### src/rtl/tagcmp_pkg.sv
package tagcmp_pkg;

  typedef enum logic [2:0] {
    TC_IDLE  = 3'd0,
    TC_READ  = 3'd1,
    TC_CMP   = 3'd2,
    TC_WRITE = 3'd3,
    TC_FILL  = 3'd4
  } tc_op_e;

  function automatic tc_op_e tc_decode(input logic sel, input logic wr, input logic den);
    tc_op_e op;
    if (!sel)          op = TC_IDLE;
    else if (wr && den) op = TC_WRITE;
    else if (wr)       op = TC_FILL;
    else if (den)      op = TC_CMP;
    else               op = TC_READ;
    return op;
  endfunction

endpackage

### src/rtl/tagcmp_decode.sv
module tagcmp_decode
  import tagcmp_pkg::*;
(
  input  logic sel_i,
  input  logic wr_i,
  input  logic den_i,
  output logic load_din_o,
  output logic write_o,
  output logic use_bus_o,
  output logic read_o,
  output logic cmp_o
);

  tc_op_e op;

  always_comb begin
    op         = tc_decode(sel_i, wr_i, den_i);
    load_din_o = (op == TC_WRITE) || (op == TC_CMP);
    write_o    = (op == TC_WRITE) || (op == TC_FILL);
    use_bus_o  = (op == TC_WRITE);
    read_o     = (op == TC_READ) || (op == TC_CMP);
    cmp_o      = (op == TC_CMP);
  end

endmodule

### src/rtl/tagcmp_array.sv
module tagcmp_array #(
  parameter int ADDR_W = 6,
  parameter int DATA_W = 18
) (
  input  logic              clk,
  input  logic              we_i,
  input  logic [ADDR_W-1:0] waddr_i,
  input  logic [DATA_W-1:0] wdata_i,
  input  logic [ADDR_W-1:0] raddr_i,
  output logic [DATA_W-1:0] rdata_o
);

  localparam int DEPTH = 1 << ADDR_W;

  logic [DATA_W-1:0] mem [DEPTH];

  always_ff @(posedge clk) begin
    if (we_i) mem[waddr_i] <= wdata_i;
  end

  assign rdata_o = mem[raddr_i];

endmodule

### src/rtl/tagcmp_compare.sv
module tagcmp_compare #(
  parameter int DATA_W = 18
) (
  input  logic              active_i,
  input  logic [DATA_W-1:0] stored_i,
  input  logic [DATA_W-1:0] probe_i,
  output logic              match_o
);

  logic [DATA_W-1:0] bit_eq;

  for (genvar g = 0; g < DATA_W; g++) begin : g_bit
    assign bit_eq[g] = ~(stored_i[g] ^ probe_i[g]);
  end

  assign match_o = active_i ? (&bit_eq) : 1'b1;

endmodule

### src/rtl/tagcmp_outstage.sv
module tagcmp_outstage #(
  parameter int DATA_W = 18
) (
  input  logic              clk,
  input  logic              rst_n,
  input  logic              pipe_i,
  input  logic [DATA_W-1:0] fdata_i,
  input  logic              frd_i,
  input  logic              fmatch_i,
  output logic [DATA_W-1:0] data_o,
  output logic              rd_o,
  output logic              match_o
);

  logic [DATA_W-1:0] pdata_q;
  logic              prd_q;
  logic              pmatch_q;

  always_ff @(posedge clk or negedge rst_n) begin
    if (!rst_n) begin
      pdata_q  <= '0;
      prd_q    <= 1'b0;
      pmatch_q <= 1'b1;
    end else begin
      pdata_q  <= fdata_i;
      prd_q    <= frd_i;
      pmatch_q <= fmatch_i;
    end
  end

  assign data_o  = pipe_i ? pdata_q  : fdata_i;
  assign rd_o    = pipe_i ? prd_q    : frd_i;
  assign match_o = pipe_i ? pmatch_q : fmatch_i;

endmodule

### src/rtl/tagcmp_unit.sv
module tagcmp_unit #(
  parameter int ADDR_W = 6,
  parameter int DATA_W = 18
) (
  input  logic              clk,
  input  logic              rst_n,
  input  logic              sel_i,
  input  logic              wr_i,
  input  logic              den_i,
  input  logic              oe_i,
  input  logic              moe_i,
  input  logic              pipe_i,
  input  logic [ADDR_W-1:0] addr_i,
  input  logic [DATA_W-1:0] din_i,
  output logic [DATA_W-1:0] dq_o,
  output logic              dq_oe_o,
  output logic              match_o,
  output logic              match_oe_o
);

  logic              load_din, do_write, use_bus, do_read, do_cmp;
  logic [ADDR_W-1:0] addr_q;
  logic [DATA_W-1:0] din_q;
  logic              rd_q, cmp_q;
  logic [DATA_W-1:0] wdata, rdata, out_data;
  logic              flow_match, out_rd;

  tagcmp_decode u_dec (
    .sel_i(sel_i), .wr_i(wr_i), .den_i(den_i),
    .load_din_o(load_din), .write_o(do_write), .use_bus_o(use_bus),
    .read_o(do_read), .cmp_o(do_cmp)
  );

  // Captured-data register and command stage
  always_ff @(posedge clk or negedge rst_n) begin
    if (!rst_n) begin
      addr_q <= '0;
      din_q  <= '0;
      rd_q   <= 1'b0;
      cmp_q  <= 1'b0;
    end else begin
      addr_q <= addr_i;
      rd_q   <= do_read;
      cmp_q  <= do_cmp;
      if (load_din) din_q <= din_i;
    end
  end

  // fill-write stores the previously captured word
  assign wdata = use_bus ? din_i : din_q;

  tagcmp_array #(.ADDR_W(ADDR_W), .DATA_W(DATA_W)) u_arr (
    .clk(clk), .we_i(do_write), .waddr_i(addr_i), .wdata_i(wdata),
    .raddr_i(addr_q), .rdata_o(rdata)
  );

  tagcmp_compare #(.DATA_W(DATA_W)) u_cmp (
    .active_i(cmp_q), .stored_i(rdata), .probe_i(din_q), .match_o(flow_match)
  );

  tagcmp_outstage #(.DATA_W(DATA_W)) u_out (
    .clk(clk), .rst_n(rst_n), .pipe_i(pipe_i),
    .fdata_i(rdata), .frd_i(rd_q), .fmatch_i(flow_match),
    .data_o(out_data), .rd_o(out_rd), .match_o(match_o)
  );

  assign dq_o       = out_data;
  assign dq_oe_o    = oe_i & out_rd;
  assign match_oe_o = moe_i;

endmodule

### config.mk
export PLATFORM = sky130hd
export DESIGN_NAME = tagcmp_unit
export DESIGN_NICKNAME = d
export VERILOG_FILES = /design/src/rtl/tagcmp_pkg.sv /design/src/rtl/tagcmp_decode.sv /design/src/rtl/tagcmp_array.sv /design/src/rtl/tagcmp_compare.sv /design/src/rtl/tagcmp_outstage.sv /design/src/rtl/tagcmp_unit.sv
export SDC_FILE = /design/constraint.sdc
export NUM_CORES = 1
export LEC_CHECK = 0
export BUFFER_PORTS_ARGS = -buffer_cell sky130_fd_sc_hd__buf_2
export CAP_MARGIN = 20
export CORE_UTILIZATION = 64
export DETAILED_ROUTE_END_ITERATION = 8
export PLACE_DENSITY = 0.81
export SYNTH_ARGS = -nofsm -noshare
export SYNTH_HDL_FRONTEND = slang
export SYNTH_HIERARCHICAL = 1
export SYNTH_SLANG_ARGS = --single-unit
### constraint.sdc
create_clock -name clk -period 6.3 [get_ports clk]
set_clock_uncertainty 0.15 [all_clocks]
set_input_delay 0.63 -clock clk [delete_from_list [all_inputs] [get_ports clk]]
set_output_delay 0.63 -clock clk [all_outputs]
set_load 0.02 [all_outputs]
==> impl_metrics.toml <==
[sta]
setup_violations = 0
grt_setup_unrepaired = "false"
postLayoutSetupSlackWorst_ns = 0.430
pin_slew_with_the_least_headroom_to_its_limit_ns = 1.19
max_slew_margin_pct = 20.4
finalWorstPathRequiredPeriod_ns = 5.87
timing.final.crit_share_pct = 93.2
finalHoldViolations = 0
achievable-frequency_mhz = 170
totalNegativeSetupSlack_ns = 0
slew_viol_final = 0

[synthesis]
synth.yosys.seq_area_share_pct = 76.7
yosysWarnings = 6
yosys_register_bits = 1198
synthesis.nets = 2122
avgSynthCellArea_um2 = 22.3
syn_area_mm2 = 0.0466
synth-main-ff-cell = "sky130_fd_sc_hd__edfxtp_1"
post_synth_inst_count = 2087
number_of_flops_mapped_to_enable_cells_by_yosys = 1152
synth-async-reset-ratio_pct = 3.84
synthDistinctLibCells = 50

[placement]
dpl.hpwl_um = 63700
dpl_worst_slack_ns = 1.34
standard_cell_area_after_detailed_placement_mm2 = 0.0484
place_inst = 3081
place.port_buffers = 50
finalWeightedCongestion = 0.899

[detailed_routing]
via_per_inst = 7.09
drt.antenna.violating_nets = 0
drc = 0
detail_route.wirelength_um = 115000
drt_pass1_iterations = 6
via_count = 23400
initialDrtViolationCount = 3717
wl_per_cell_um = 35.0

[cts]
clockRootBuffer = "sky130_fd_sc_hd__clkbuf_16"
cts-buffers-inserted = 112
clk_path_buf_depth = 3
tritoncts_clock_tree = "built"
clock_tree.htree_level_count = 3
clock_latency_ns = 0.68
post_cts_resize_count = 0
clock-sinks = 1198
clkTransAtPathRegs_ns = 0.07

[floorplanning]
floorplan.core_area_mm2 = 0.0717
die_x_um = 272
io_pins = 53
initial_core_util_pct = 65.0
placement_rows = 98
dieHeight_um = 272
fp.dieArea_mm2 = 0.0739

[grt]
gr-usage-met3_pct = 6.05
grt-ovfl-total = 0
grt_util_met1_pct = 42.6
antenna_found_initial = 4
grt.busiest_layer = "met2"
grt.met2_usage_pct = 52.2
grtUsageTotal_pct = 32.0
vias_in_the_first_global_route = 23900
maximum_number_of_pins_on_one_net_before_global_route_repair = 67
grt_pass1_wl_um = 166000

[power_and_ir_drop]
p_leak_uw = 0.0168
irDropWorstVdd_mv = 0.369
p_per_area_mw_per_mm2 = 337
finalPower_uw = 17600

[final_layout]
post_route_cells_drive_above_1_share_pct = 30.7
final_area_mm2 = 0.0523
finish.cell_count_without_fillers = 3300
n_fill_cell = 3774
layout.nets = 2286
syn2layout_area_growth_pct = 12.1

[critical_path]
startpoint_type = "flop"
worst-endpoint-required_ns = 5.52
cp_data_arrival_time_ns = 5.09
kind_of_end_point_of_the_critical_path = "output pin"
timing_worst_setup_path_type = "reg2out"
worst_path_maximum_fanout = 22

[run_status]
status = "completed"

[run]
maxCapViolations = 0

[min_path]
min_path_type = "in2reg"
stage by stage:
stage,hold WS [ns],util [%]
after floorplan,0.184,-
after global placement,0.215,67.4
after detailed placement,0.231,67.5
after CTS,0.00601,72.8
after global routing,0.0275,72.9
final,0.0452,72.9
cells in the final DEF (no fill, tap or decap), types with 10 or more instances in the layout:
cell type                   synthesis  final
sky130_fd_sc_hd__mux4_2           300    300
sky130_fd_sc_hd__nand2_1           22     22
sky130_fd_sc_hd__o21ai_1           21     21
sky130_fd_sc_hd__nand3_1           10     10
sky130_fd_sc_hd__buf_12             2     16
sky130_fd_sc_hd__or3_1             12     12
sky130_fd_sc_hd__a21oi_1           30     30
sky130_fd_sc_hd__o21ai_0           35     35
sky130_fd_sc_hd__buf_2             33     50
sky130_fd_sc_hd__dfrtp_1           45     40
sky130_fd_sc_hd__mux2_4            40     40
sky130_fd_sc_hd__nor3_1            13     11
sky130_fd_sc_hd__edfxtp_1        1152   1152
sky130_fd_sc_hd__clkinv_2           0     15
sky130_fd_sc_hd__mux2_2            28     28
sky130_fd_sc_hd__nor2_1            90     73
sky130_fd_sc_hd__a211oi_1          17     17
sky130_fd_sc_hd__clkinv_1           0     16
sky130_fd_sc_hd__xor2_1            15     15
sky130_fd_sc_hd__nor2_2             1     18
sky130_fd_sc_hd__buf_4             20     92
sky130_fd_sc_hd__o22ai_1           26     26
sky130_fd_sc_hd__clkbuf_16          0    114
sky130_fd_sc_hd__bufinv_16          0     14
sky130_fd_sc_hd__mux2i_1           60     60
sky130_fd_sc_hd__clkbuf_1          41     35
flip-flops by register name (all words and copies together) (netlist names):
signal          count
u_out/prd_q         1
u_out/pmatch_q      1
rd_q                1
u_arr/mem        1152
addr_q              6
u_out/pdata_q      18
cmp_q               1
din_q              18
metal layers:
| metal | wire, um | vias to the layer above |
|---|---|---|
| met5 | 29 | - |
| met3 | 13200 | 343 |
| met2 | 57600 | 1848 |
| met4 | 5820 | 4 |
| li1 | - | 9073 |
| met1 | 38900 | 12100 |
critical path, cell delays in order (launching register included):
cell and delay, ns:
sky130_fd_sc_hd__dfrtp_4 0.56, sky130_fd_sc_hd__buf_4 0.46, sky130_fd_sc_hd__mux4_2 0.58, sky130_fd_sc_hd__mux2i_1 0.19, sky130_fd_sc_hd__a211oi_1 0.15, sky130_fd_sc_hd__o21ai_0 0.57
sky130_fd_sc_hd__o21ai_1 0.29, sky130_fd_sc_hd__xor2_1 0.22, sky130_fd_sc_hd__nor4_1 0.41, sky130_fd_sc_hd__nand3_1 0.21, sky130_fd_sc_hd__o41ai_2 0.38, sky130_fd_sc_hd__mux2_4 0.21
sky130_fd_sc_hd__buf_2 0.16
area by class of cell:
type / instances / area (um^2) / share of cell area, %
Sequential cell: 1198 / 35800 / 68.4
Multi-Input combinational cell: 773 / 10200 / 19.5
Clock buffer: 153 / 3040 / 5.81
Timing Repair Buffer: 164 / 1340 / 2.56
Tap cell: 950 / 1190 / 2.27
Clock inverter: 59 / 716 / 1.37
Inverter: 2 / 7.51 / 0.0144
Antenna cell: 1 / 2.50 / 0.00479
path summary, 6_finish.rpt:
kind	from	endpoint	slack, ns	cells after the start
setup / recovery	addr_q[0]$_DFF_PN0_	match_o	0.43	12
hold / removal	addr_i[3]	addr_q[3]$_DFF_PN0_	0.05	1
setup reg to reg	addr_q[0]$_DFF_PN0_	u_out/pmatch_q$_DFF_PN1_	1.99	10
hold reg to reg	rd_q$_DFF_PN0_	u_out/prd_q$_DFF_PN0_	0.24	0
max in group asynchronous	rst_n	addr_q[3]$_DFF_PN0_	5.13	3
min in group asynchronous	rst_n	din_q[8]$_DFFE_PN0P_	0.29	2
repair_timing:
item / CTS / global route
endpoints found under the setup margin: 0 / 0
setup buffers: 0 / 0
hold endpoints to repair: 2 / 17
hold buffers: 2 / 1
cells by family after synthesis:
kind of cell	after synthesis	share of synthesized area, %
xor+xnor	19	0.357
simple gates	181	1.82
flops	1198	76.7
fa+ha+maj	3	0.0805
buf+inv	116	1.53
compound gates	142	1.78
mux	428	17.7
report_power, final:
part / switching [uW] / internal, uW / leakage [uW]
Sequential: 65.3 / 9220 / 0.0109
Clock: 2910 / 3970 / 0.00180
Combinational: 1030 / 404 / 0.00412
Total: 4000 / 13600 / 0.0168
cells in the mapped netlist, types with 2 or more instances:
library cell | number | area [um^2]
sky130_fd_sc_hd__mux2_4 | 40 | 601
sky130_fd_sc_hd__nor3b_1 | 2 | 15.0
sky130_fd_sc_hd__or3b_2 | 2 | 17.5
sky130_fd_sc_hd__xor2_1 | 15 | 131
sky130_fd_sc_hd__or3_1 | 12 | 75.1
sky130_fd_sc_hd__nor4_1 | 3 | 18.8
sky130_fd_sc_hd__buf_4 | 20 | 150
sky130_fd_sc_hd__o22ai_1 | 26 | 163
sky130_fd_sc_hd__xnor2_1 | 4 | 35.0
sky130_fd_sc_hd__nor2b_1 | 6 | 37.5
sky130_fd_sc_hd__edfxtp_1 | 1152 | 34600
sky130_fd_sc_hd__a22oi_1 | 5 | 37.5
sky130_fd_sc_hd__nor2_1 | 90 | 338
sky130_fd_sc_hd__mux4_2 | 300 | 6760
sky130_fd_sc_hd__buf_2 | 33 | 165
sky130_fd_sc_hd__clkbuf_1 | 41 | 154
sky130_fd_sc_hd__nand3_1 | 10 | 50.1
sky130_fd_sc_hd__mux2_2 | 28 | 315
sky130_fd_sc_hd__a21oi_1 | 30 | 150
sky130_fd_sc_hd__nand2b_1 | 6 | 37.5
sky130_fd_sc_hd__and2_1 | 2 | 12.5
sky130_fd_sc_hd__nor3_1 | 13 | 65.1
sky130_fd_sc_hd__dfrtp_1 | 45 | 1130
sky130_fd_sc_hd__buf_6 | 17 | 191
sky130_fd_sc_hd__inv_1 | 2 | 7.51
sky130_fd_sc_hd__nand2_1 | 22 | 82.6
sky130_fd_sc_hd__a211oi_1 | 17 | 128
sky130_fd_sc_hd__nand3b_1 | 4 | 30.0
sky130_fd_sc_hd__o21ai_1 | 21 | 105
sky130_fd_sc_hd__o21ai_0 | 35 | 175
sky130_fd_sc_hd__mux2i_1 | 60 | 601
sky130_fd_sc_hd__buf_12 | 2 | 40.0
sky130_fd_sc_hd__nand4_1 | 3 | 18.8
sky130_fd_sc_hd__ha_1 | 3 | 37.5
(Power assumes the default switching activity.)
